## src/rtl/dacenc_pkg.sv

```systemverilog
package dacenc_pkg;
    localparam int SP_W     = 16;
    localparam int MAG_W    = 13;
    localparam int CH_N     = 4;
    localparam int CH_W     = $clog2(CH_N);
    localparam int PKT_W    = 32;
    localparam int SLOTS    = 4;
    localparam int CS_W     = 2;
    localparam int PLAN_W   = SLOTS * CS_W;
    localparam int WIDE_W   = SP_W + 1;
    localparam logic [MAG_W-1:0] MAG_MAX = {MAG_W{1'b1}};
    localparam logic [PKT_W-1:0] PKT_FIXED = 32'h0F00_4000;
    localparam int ADDR_BIT = 15;

    typedef enum logic [CS_W-1:0] {
        CS_IDLE = 2'd0,
        CS_SEL1 = 2'd1,
        CS_SEL2 = 2'd2,
        CS_TRIM = 2'd3
    } cs_code_e;

    typedef struct packed {
        logic             neg;
        logic [MAG_W-1:0] mag;
    } signmag_t;

    function automatic signmag_t to_signmag(input logic [SP_W-1:0] sp);
        signmag_t r;
        logic [WIDE_W-1:0] wide;
        wide  = {sp[SP_W-1], sp};
        r.neg = sp[SP_W-1];
        if (r.neg) wide = -wide;
        if (wide > WIDE_W'(MAG_MAX)) r.mag = MAG_MAX;
        else                         r.mag = wide[MAG_W-1:0];
        return r;
    endfunction
endpackage

```

## src/rtl/dacenc_magnitude.sv

```systemverilog
module dacenc_magnitude
    import dacenc_pkg::*;
(
    input  logic [SP_W-1:0] setpoint,
    output signmag_t        sm
);
    always_comb sm = to_signmag(setpoint);
endmodule

```

## src/rtl/dacenc_polarity.sv

```systemverilog
module dacenc_polarity
    import dacenc_pkg::*;
(
    input  logic            clk,
    input  logic            rst,
    input  logic            upd,
    input  logic [CH_W-1:0] chan,
    input  logic            neg,
    output logic [CH_N-1:0] image
);
    always_ff @(posedge clk) begin
        if (rst)      image <= '0;
        else if (upd) image[chan] <= neg;
    end


    pol_bit_follows_sign_chk: assert property (@(posedge clk) disable iff (rst)
        upd |=> image[$past(chan)] == $past(neg));

    pol_others_kept_chk: assert property (@(posedge clk) disable iff (rst)
        upd |=> ((image ^ $past(image)) & ~(CH_N'(1) << $past(chan))) == '0);
endmodule

```

## src/rtl/dacenc_packer.sv

```systemverilog
module dacenc_packer
    import dacenc_pkg::*;
(
    input  logic [CH_W-1:0]   chan,
    input  logic [MAG_W-1:0]  mag,
    output logic [PKT_W-1:0]  packet,
    output logic [PLAN_W-1:0] plan
);
    cs_code_e dev_cs;

    always_comb begin
        dev_cs = chan[1] ? CS_SEL1 : CS_SEL2;
        packet = PKT_FIXED;
        packet[ADDR_BIT] = chan[0];
        packet[MAG_W-1:0] = mag;
    end

    // slots 0,1 carry the data bytes, slots 2,3 the filler for the trim device
    for (genvar k = 0; k < SLOTS; k++) begin : g_slot
        if (k < SLOTS / 2) begin : g_dac
            assign plan[k*CS_W +: CS_W] = dev_cs;
        end else begin : g_trim
            assign plan[k*CS_W +: CS_W] = CS_TRIM;
        end
    end
endmodule

```

## src/rtl/dac_setpoint_encoder.sv

```systemverilog
module dac_setpoint_encoder
    import dacenc_pkg::*;
(
    input  logic              clk,
    input  logic              rst,
    input  logic              req_valid,
    input  logic [1:0]        req_chan,
    input  logic [15:0]       req_setpoint,
    output logic              out_valid,
    output logic [31:0]       out_packet,
    output logic [7:0]        out_cs_plan,
    output logic [3:0]        out_polarity
);
    signmag_t          sm;
    logic [PKT_W-1:0]  pkt_next;
    logic [PLAN_W-1:0] plan_next;

    dacenc_magnitude u_mag (
        .setpoint (req_setpoint),
        .sm       (sm)
    );

    dacenc_polarity u_pol (
        .clk   (clk),
        .rst   (rst),
        .upd   (req_valid),
        .chan  (req_chan),
        .neg   (sm.neg),
        .image (out_polarity)
    );

    dacenc_packer u_pack (
        .chan   (req_chan),
        .mag    (sm.mag),
        .packet (pkt_next),
        .plan   (plan_next)
    );

    always_ff @(posedge clk) begin
        if (rst) begin
            out_valid   <= 1'b0;
            out_packet  <= '0;
            out_cs_plan <= '0;
        end else begin
            out_valid <= req_valid;
            if (req_valid) begin
                out_packet  <= pkt_next;
                out_cs_plan <= plan_next;
            end
        end
    end


    valid_pulse_chk: assert property (@(posedge clk) disable iff (rst)
        out_valid == $past(req_valid));

    idle_hold_chk: assert property (@(posedge clk) disable iff (rst)
        !req_valid |=> $stable(out_packet) && $stable(out_cs_plan) && $stable(out_polarity));

    fixed_fields_chk: assert property (@(posedge clk) disable iff (rst)
        req_valid |=> out_packet[31:13] == {8'h0F, 8'h00, $past(req_chan[0]), 2'b10});

    dev_select_chk: assert property (@(posedge clk) disable iff (rst)
        req_valid |=> out_cs_plan[3:0] == ($past(req_chan[1]) ? 4'b0101 : 4'b1010));

    pol_with_packet_chk: assert property (@(posedge clk) disable iff (rst)
        req_valid |=> out_polarity[$past(req_chan)] == $past(req_setpoint[15]));
endmodule

```

## config.mk

```make
export PLATFORM = sky130hd
export DESIGN_NAME = dac_setpoint_encoder
export DESIGN_NICKNAME = d
export VERILOG_FILES = /design/src/rtl/dacenc_pkg.sv /design/src/rtl/dacenc_magnitude.sv /design/src/rtl/dacenc_polarity.sv /design/src/rtl/dacenc_packer.sv /design/src/rtl/dac_setpoint_encoder.sv
export SDC_FILE = /design/constraint.sdc
export NUM_CORES = 1
export LEC_CHECK = 0
export BUFFER_PORTS_ARGS = -buffer_cell sky130_fd_sc_hd__buf_2
export CAP_MARGIN = 20
export CORE_ASPECT_RATIO = 2
export CORE_MARGIN = 4
export CORE_UTILIZATION = 35
export CTS_CLUSTER_DIAMETER = 80
export DETAILED_ROUTE_END_ITERATION = 7
export SLEW_MARGIN = 20
export SYNTH_ARGS = -nofsm -noshare
export SYNTH_HDL_FRONTEND = slang
export SYNTH_SLANG_ARGS = --single-unit
```

## constraint.sdc

```tcl
create_clock -name clk -period 6.3 [get_ports clk]
set_clock_uncertainty 0.15 [all_clocks]
set_input_delay 1.26 -clock clk [delete_from_list [all_inputs] [get_ports clk]]
set_output_delay 1.26 -clock clk [all_outputs]
set_load 0.1 [all_outputs]
```

Word level (Yosys, flattened, before mapping)
Cells that the tools add are included. Widths: inputs -> output; s select.

Bits in registers: 26. Bits in latches: 0. Bits in writable memories: 0. Bits in read-only memories: 0. Bits of input ports: 21. Output and inout bits: 45. Logic and storage cells: 15. Memories kept: 0.

Add/sub/neg operators: 1. Multiply operators: 0. Div/mod/pow operators: 0. $lt $le $gt $ge: 3. Eq/ne operators: 0. Shift operators: 0. Mux-type cells: 6. Bitwise operators: 0. Reductions and logical operators: 1.

Operators with widths (number): $gt 17x13->1 const B (1); $mux 17 (1); $neg 17->17 (1); $mux 13 (1); $bwmux 4 (1); $lt 2x3->1 const B (1); $demux 1 s2 (1); $ge 2x1->1 const B (1); $mux 2 (1); $logic_and 1x1->1 (1); $mux 1 (1).

Depth between registers and ports, before layout
Gate-level depths: netlist of the first run.

Depth after elaboration: 5. Mapped depth: 8. Depth with buffers taken out: 7.

Hierarchy
From an unflattened synthesis of the first run, not the netlist that was laid out.

Cells, all modules: 245. Area total of the unflattened synthesis: 2363.5 µm².

Modules (own cells, without submodules): dac_setpoint_encoder (times used 1, cells each 131, area an instance 1485.2 µm², seq. area each 820.8 µm²); dacenc_magnitude (times used 1, cells each 55, area an instance 390.4 µm², seq. area each 0.0 µm²); dacenc_packer (times used 1, cells each 42, area an instance 304.0 µm², seq. area each 0.0 µm²); dacenc_polarity (times used 1, cells each 17, area an instance 183.9 µm², seq. area each 80.1 µm²).

Worst setup path before layout of the first run
No wires, ideal clock.

Path type: input-to-reg. Start point: input port req_setpoint[0]. End point: register out_packet[10]. Setup time: 134 ps. Arrival: 3101 ps. Required time: 6016 ps. Path slack: 2915 ps. Stages: 8. Path buffers: 1. Path through: inv_1 ha_1 or4b_1 nor4_1 mux2_2 a2111oi_4 buf_6 a211oi_1.

Cells in the longest elaborated chain, start to end: 4.

RTL lines: start: declaration (line dac_setpoint_encoder.sv:8) `input logic [15:0] req_setpoint,`; $neg 17->17 (line dacenc_pkg.sv:32) `if (r.neg) wide = -wide;`; $mux 17 * (line dacenc_pkg.sv:32); $gt 17x13->1 (line dacenc_pkg.sv:33) `if (wide > WIDE_W'(MAG_MAX)) r.mag = MAG_MAX;`; $mux 13 * (line dacenc_pkg.sv:33); end signal: assignment (line dac_setpoint_encoder.sv:47) `out_packet <= pkt_next;`; end: declaration (line dac_setpoint_encoder.sv:10) `output logic [31:0] out_packet,`.

Every way passes the cells marked *; elsewhere a longest branch is shown, timed or not. A chain may end at the register's enable or synchronous reset.

Worst setup path after layout of the first run
Start point: input port req_setpoint[0]. End point: register out_packet[0].

The elaborated chain is that of the path after synthesis.

==> results by group, run 1 <==
Route
  • Post-DR wirelength/cell: ~12 um
  • DR pass1 iterations: 3
  • Drt total wl: 2700 um
  • Vias: between 1000 and 1500
  • DRC viols: 0
  • Vias/cell: 4.58
  • Remaining antenna violation count: 0
  • DRT iter0 DRCs: 15

Setup path
  • Top delay family on crit path: compound AO/OA/AOI/OAI gates
  • Critical Path Fanout Max: 13
  • Worst setup SP type: input pin
  • Slowest stage cell, crit path: a2111oi_4
  • Buffers & Inverters on Critical Path: 2
  • Critical Path RT: 6.26 ns
  • Setup Crit Path Kind: input pin to flop
  • Critical path, cell by cell: buf_2 > inv_1 > ha_1 > or4b_1 > nor4_1 > mux2_2 > a2111oi_4 > a211oi_1
  • CP startpoint: req_setpoint[0]
  • CP max stage delay: 0.65 ns
  • R2R Path Start: out_packet[9]
  • Arr. time, crit path: 3.53 ns
  • Crit end category: flop

Clock tree
  • Max Root-Sink Buffers: 2
  • Clock H-tree levels: 1
  • Root Buffer: clkbuf_8
  • Later-pin clock latency in the skew report: approximately 0.25 ns
  • Post-CTS Resized: 0
  • Clock slew at reported path FFs: 0.07 ns
  • Post-CTS Setup Bufs: 0
  • Cts hold-fix bufs: 0
  • Total CTS buffers: 3
  • TritonCTS clock tree: done
  • Clock tree sinks: 22

Outcome
  • Outcome: finished clean

Power and ir drop
  • Register share of total power: 35.9%
  • P_leak: 0.708 nW
  • P_sw: ~0.21 mW
  • Switch share: 49.0%
  • Combinational Power Share: 45.0%
  • Internal: approximately 0.22 mW
  • Clock power frac: 19.1%
  • Max VDD drop: 0.000144 V
  • Pwr Density: 288 nW/um2

Timing
  • Final min period: around 3.6 ns
  • Max-Slew Margin vs Limit: approximately 52%
  • Final Max Slew Viols: 0
  • Final hold viol count: 0
  • Max Clock Freq: 281 MHz
  • Worst slew pin tran: 0.725 ns
  • Hold slack: around 0.32 ns
  • Final setup fails: 0
  • Period Utilization, post-route: 56.6%
  • Fin Setup TNS: 0 ns
  • RSZ-0062 raised after global routing: no

Layout
  • Finished Core Util: 41.7%
  • Total Nets Final: 205
  • Area delta synth->final: 15.6%
  • Layout cells sized above 1: 34.8%
  • Number of inserted diodes: 0
  • Fill cells: 401
  • Layout Cells excl Fill: 230

Place
  • Cells after DPL: around 230
  • Final HPWL from detailed placement: 2220 um
  • Final GP Congestion: 0.763
  • Port bufs: between 50 and 60

GRT
  • Global route hottest layer: met2
  • First-pass GRT wire length: 4270 um
  • Met3 usage: less than 1%
  • Vias in the first global route: about 1000
  • Initial antenna violation count: 0
  • Met2 GRT Util: a little under a quarter
  • Met1 Use GR: 10.2%
  • GR Overflow Total: 0
  • Largest net degree at the start of global routing: 24
  • GRT Resource Usage Total: between 10 and 15%

Min path
  • Hold WC Path Type: flop to flop
  • Hold path startpoint: out_packet[15]

Logic synthesis
  • Async SR Flop Fraction: 0%
  • Top cells by area, synth: dfxtp_1, buf_4, a211oi_1
  • Syn_area_per_cell: 8.94 um2
  • Yosys reg bits: 22
  • Netlist cell types: 33
  • Post-synth top flop: dfxtp_1
  • EDFF count, synth: 0
  • Synth top cells by count: buf_4, nor2_1, dfxtp_1, a211oi_1, xor2_1
  • Largest area contributor in the netlist: dfxtp_1
  • Synth top area share: 34.2%
  • Mapped Area: around 1300 um2
  • Seq/Total Area, Yosys: 34.2%
  • Total number of yosys warnings: 0
  • Mapped Cells: 144

Die
  • Io pins: 66
  • Floorplan row count: 31
  • Initial Util: 36.1%
  • Width of the die: 50.9 um
  • Core ar.: 3570 um2
  • Die Area: around 4800 um2
  • DIE HEIGHT: roughly 94 um

Flow run
  • Max_cap viols: 0
tightest hold or removal path, cell delays in order, from the launching register on:
cell      delay (ns)
dfxtp_1         0.31
nand2b_1        0.06
a21oi_1         0.06
placed cells by master (no fill, tap or decap), types with 3 or more instances in the layout:
master,count
a211oi_1,13
buf_2,52
mux2i_1,7
nand2_1,3
dfxtp_1,22
xor2_1,10
nor2b_1,3
o21ai_0,4
nor2_1,23
clkbuf_8,3
inv_1,3
conb_1,13
o31ai_1,3
flip-flops by register name, indices dropped and copies added, names as in the netlist:
register     cells
out_cs_plan      2
out_packet      15
out_valid        1
u_pol.image      4
kinds of logic after synthesis:
group                    Yosys count  share of synthesized area, %
buffers and inverters             33                          16.9
multiplexers                       8                          6.32
AO/OA/AOI/OAI                     25                          15.5
adder cells (fa/ha/maj)            1                         0.972
other                              1                         0.291
flip-flops                        22                          34.2
AND/OR/NAND/NOR                   43                          18.4
XOR/XNOR                          11                          7.48
area by class of cell:
cell class,count,area [um2],share of cell area [%]
clock buffers,3,41.3,2.77
well taps,49,61.3,4.12
inverters,3,11.3,0.756
multi-input cells,101,674,45.3
repair buffers,52,260,17.5
flip-flops and latches,22,440,29.6
power by group through the flow:
stage               clock, mW  combinational [mW]  sequential (mW)
CTS                    0.0865               0.194            0.154
floorplan                   0               0.108            0.228
global placement            0               0.194            0.157
detailed placement          0               0.194            0.157
global route           0.0900               0.201            0.156
finish                 0.0821               0.193            0.154
path summary, 6_finish.rpt:
path         slack [ns]        endpoint  cells past startpoint
max                2.74   out_packet[0]                      8
min                0.32  out_packet[15]                      2
max reg2reg        5.48   out_packet[9]                      2
min reg2reg        0.32  out_packet[15]                      2
layer usage:
layer	up-vias	share of wire, %
li1	534	-
met1	481	35
met2	34	58
met3	4	4.6
met4	0	2.3
met5	-	0
through the flow:
step           setup slack [ns]  power [mW]  instance area [um2]
4_1_cts                    2.71       0.435                 1490
2_1_floorplan              2.91       0.335                 1330
3_5_place_dp               2.43       0.352                 1450
5_1_grt                    2.60       0.447                 1490
3_3_place_gp               2.46       0.351                 1450
6_report                   2.74       0.430                 1490
Note: power is estimated with default switching activity, not from simulation.
==> run 2, diff against run 1 <==
==> constraint.sdc (replaced) <==
create_clock -name clk -period 3.3 [get_ports clk]
set_clock_uncertainty 0.15 [all_clocks]
set_input_delay 0.66 -clock clk [delete_from_list [all_inputs] [get_ports clk]]
set_output_delay 0.66 -clock clk [all_outputs]
set_load 0.1 [all_outputs]
==> results by group, run 2 (synthesis results as in run 1) <==
Outcome
  • Outcome: finished clean

Clock tree
  • Max Root-Sink Buffers: 2 (unchanged)
  • Clock tree sinks: 22 (unchanged)
  • Total CTS buffers: 3 (unchanged)
  • TritonCTS clock tree: done
  • Clock H-tree levels: 1 (unchanged)
  • Post-CTS Resized: 0 (unchanged)
  • Later-pin clock latency in the skew report: 0.25 ns (about the same)
  • Cts hold-fix bufs: 0 (unchanged)
  • Post-CTS Setup Bufs: 0 (unchanged)
  • Clock slew at reported path FFs: 0.07 ns (about the same)
  • Root Buffer: clkbuf_8

Die
  • Core ar.: 3570 um2 (unchanged)
  • Io pins: 66 (unchanged)
  • Floorplan row count: 31 (unchanged)
  • DIE HEIGHT: 93.8 um (unchanged)
  • Die Area: 4770 um2 (unchanged)
  • Width of the die: 50.9 um (unchanged)
  • Initial Util: 36.1% (unchanged)

Setup path
  • Arr. time, crit path: 2.74 ns (-0.79 ns)
  • CP endpoint: out_packet[1]
  • R2R Path Start: out_packet[1]
  • CP startpoint: req_setpoint[0]
  • Buffers & Inverters on Critical Path: 3 (+1)
  • CP max stage delay: 0.46 ns (-0.19 ns)
  • Reg-to-reg endpoint: out_packet[1]
  • Worst reg2reg setup slack: 2.44 ns (-3.04 ns)
  • Critical Path RT: 3.28 ns (-2.98 ns)
  • Slowest stage cell, crit path: or4b_1
  • Setup Crit Path Kind: input pin to flop
  • Worst setup SP type: input pin
  • CP Depth: 9 (+1)
  • Critical Path Fanout Max: 13 (unchanged)
  • Reg2reg path depth: 2 (unchanged)
  • Crit end category: flop
  • Critical path, cell by cell: buf_2 > inv_1 > ha_1 > or4b_1 > nor4_1 > mux2_2 > a2111oi_4 > buf_4 > a211oi_1
  • Top delay family on crit path: simple AND/OR/NAND/NOR gates

Route
  • Remaining antenna violation count: 0 (unchanged)
  • Drt total wl: 2700 um (+0.30%)
  • DRC viols: 0 (unchanged)
  • DRT iter0 DRCs: 12 (-3)
  • Post-DR wirelength/cell: 11.7 um (-0.14%)
  • Vias: 1060 (+0.66%)
  • Vias/cell: 4.59 (+0.23%)
  • DR pass1 iterations: 4 (+1)

Timing
  • Final min period: 2.76 ns
  • Final setup fails: 0 (unchanged)
  • Period Utilization, post-route: 83.7%
  • Max Clock Freq: 362 MHz
  • Hold slack: 0.319 ns (-0.00363 ns)
  • Final hold viol count: 0 (unchanged)
  • Fin Setup TNS: 0 ns (unchanged)
  • RSZ-0062 raised after global routing: no
  • Final Max Slew Viols: 0 (unchanged)

Layout
  • Max reg flops: 15 (unchanged)
  • Commonest non-fill, non-tap cell in the layout: buf_2
  • Number of inserted diodes: 0 (unchanged)
  • Area delta synth->final: 16.2%
  • Area used by multi-input combinational logic: 674 um2 (unchanged)
  • Fill cells: 401 (unchanged)
  • Register area: 440 um2 (unchanged)
  • Largest register by flop count: out_packet
  • Total Nets Final: 206 (+0.49%)
  • Layout cells sized above 1: 35.2% (+0.36 points)
  • Finished Cell Area: 1500 um2 (+0.50%)
  • Commonest cells after routing, fill and taps aside: buf_2, nor2_1, dfxtp_1
  • Regs by FF count: out_packet x15, u_pol.image x4, out_cs_plan x2

GRT
  • Vias in the first global route: 1043 (+2.3%)
  • GR Overflow Total: 0 (unchanged)
  • Initial antenna violation count: 0 (unchanged)
  • Largest net degree at the start of global routing: 24 (unchanged)
  • GRT Resource Usage Total: 12.0% (+0.52 points)
  • First-pass GRT wire length: 4490 um (+5.2%)

Place
  • Final HPWL from detailed placement: 2230 um (+0.74%)
  • Final GP Congestion: 0.786 (+3.0%)
  • Placed inst area: 1460 um2 (+0.52%)
  • Port bufs: 52 (unchanged)

Min path
  • Hold WC Path Type: flop to flop
  • Hold depth: 2 (unchanged)

Power and ir drop
  • Pwr Density: 548 nW/um2 (+90%)
  • Max VDD drop: 0.000302 V (+110%)
  • P_leak: 0.713 nW (+0.74%)

Flow run
  • Max_cap viols: 0 (unchanged)
## run 2: cell count changes in the layout (fill, tap and decap cells not counted)
cell	change
buf_4	+1
## run 2: worst min path at each step
stage | startpoint | endpoint | slack (ns)
floorplan | rst | out_valid | 0.58
global placement | out_packet[15] | out_packet[15] | 0.31
detailed placement | out_packet[15] | out_packet[15] | 0.31
CTS | out_packet[15] | out_packet[15] | 0.32
global route | out_packet[15] | out_packet[15] | 0.35
finish | out_packet[15] | out_packet[15] | 0.32
## run 2: power by group
| part | total, mW | switching, mW | internal, mW |
|---|---|---|---|
| clock | 0.155 | 0.0744 | 0.0811 |
| combinational | 0.371 | 0.317 | 0.0535 |
| sequential | 0.294 | 0.00978 | 0.284 |
## run 2: worst register-to-register path, cell delays in order (launching register included)
cell and delay, ns:
dfxtp_1 0.33, nor2_1 0.05, a211oi_1 0.24
## run 2: layout make-up
cell class                      instances  share of cell area, %
Clock buffer                            3                   2.76
Inverter                                3                  0.753
Multi-Input combinational cell        101                   45.1
Sequential cell                        22                   29.4
Tap cell                               49                   4.10
Timing Repair Buffer                   53                   17.9
## run 2: metrics by stage
step | std cells | utilization, % | setup WS, ns | total power, mW
after floorplan | 156 | - | 0.515 | 0.640
after detailed placement | 228 | 40.8 | 0.252 | 0.673
after CTS | 231 | 41.9 | 0.518 | 0.831
after global placement | 228 | 40.8 | 0.331 | 0.671
final | 231 | 41.9 | 0.539 | 0.820
after global routing | 231 | 41.9 | 0.421 | 0.858
## run 2: metal layers
layer,GRT usage (%),part of all wire [%]
met3,1.59,5.9
met5,0,0
met1,11.4,34
met2,23.8,58
met4,6.07,1.6
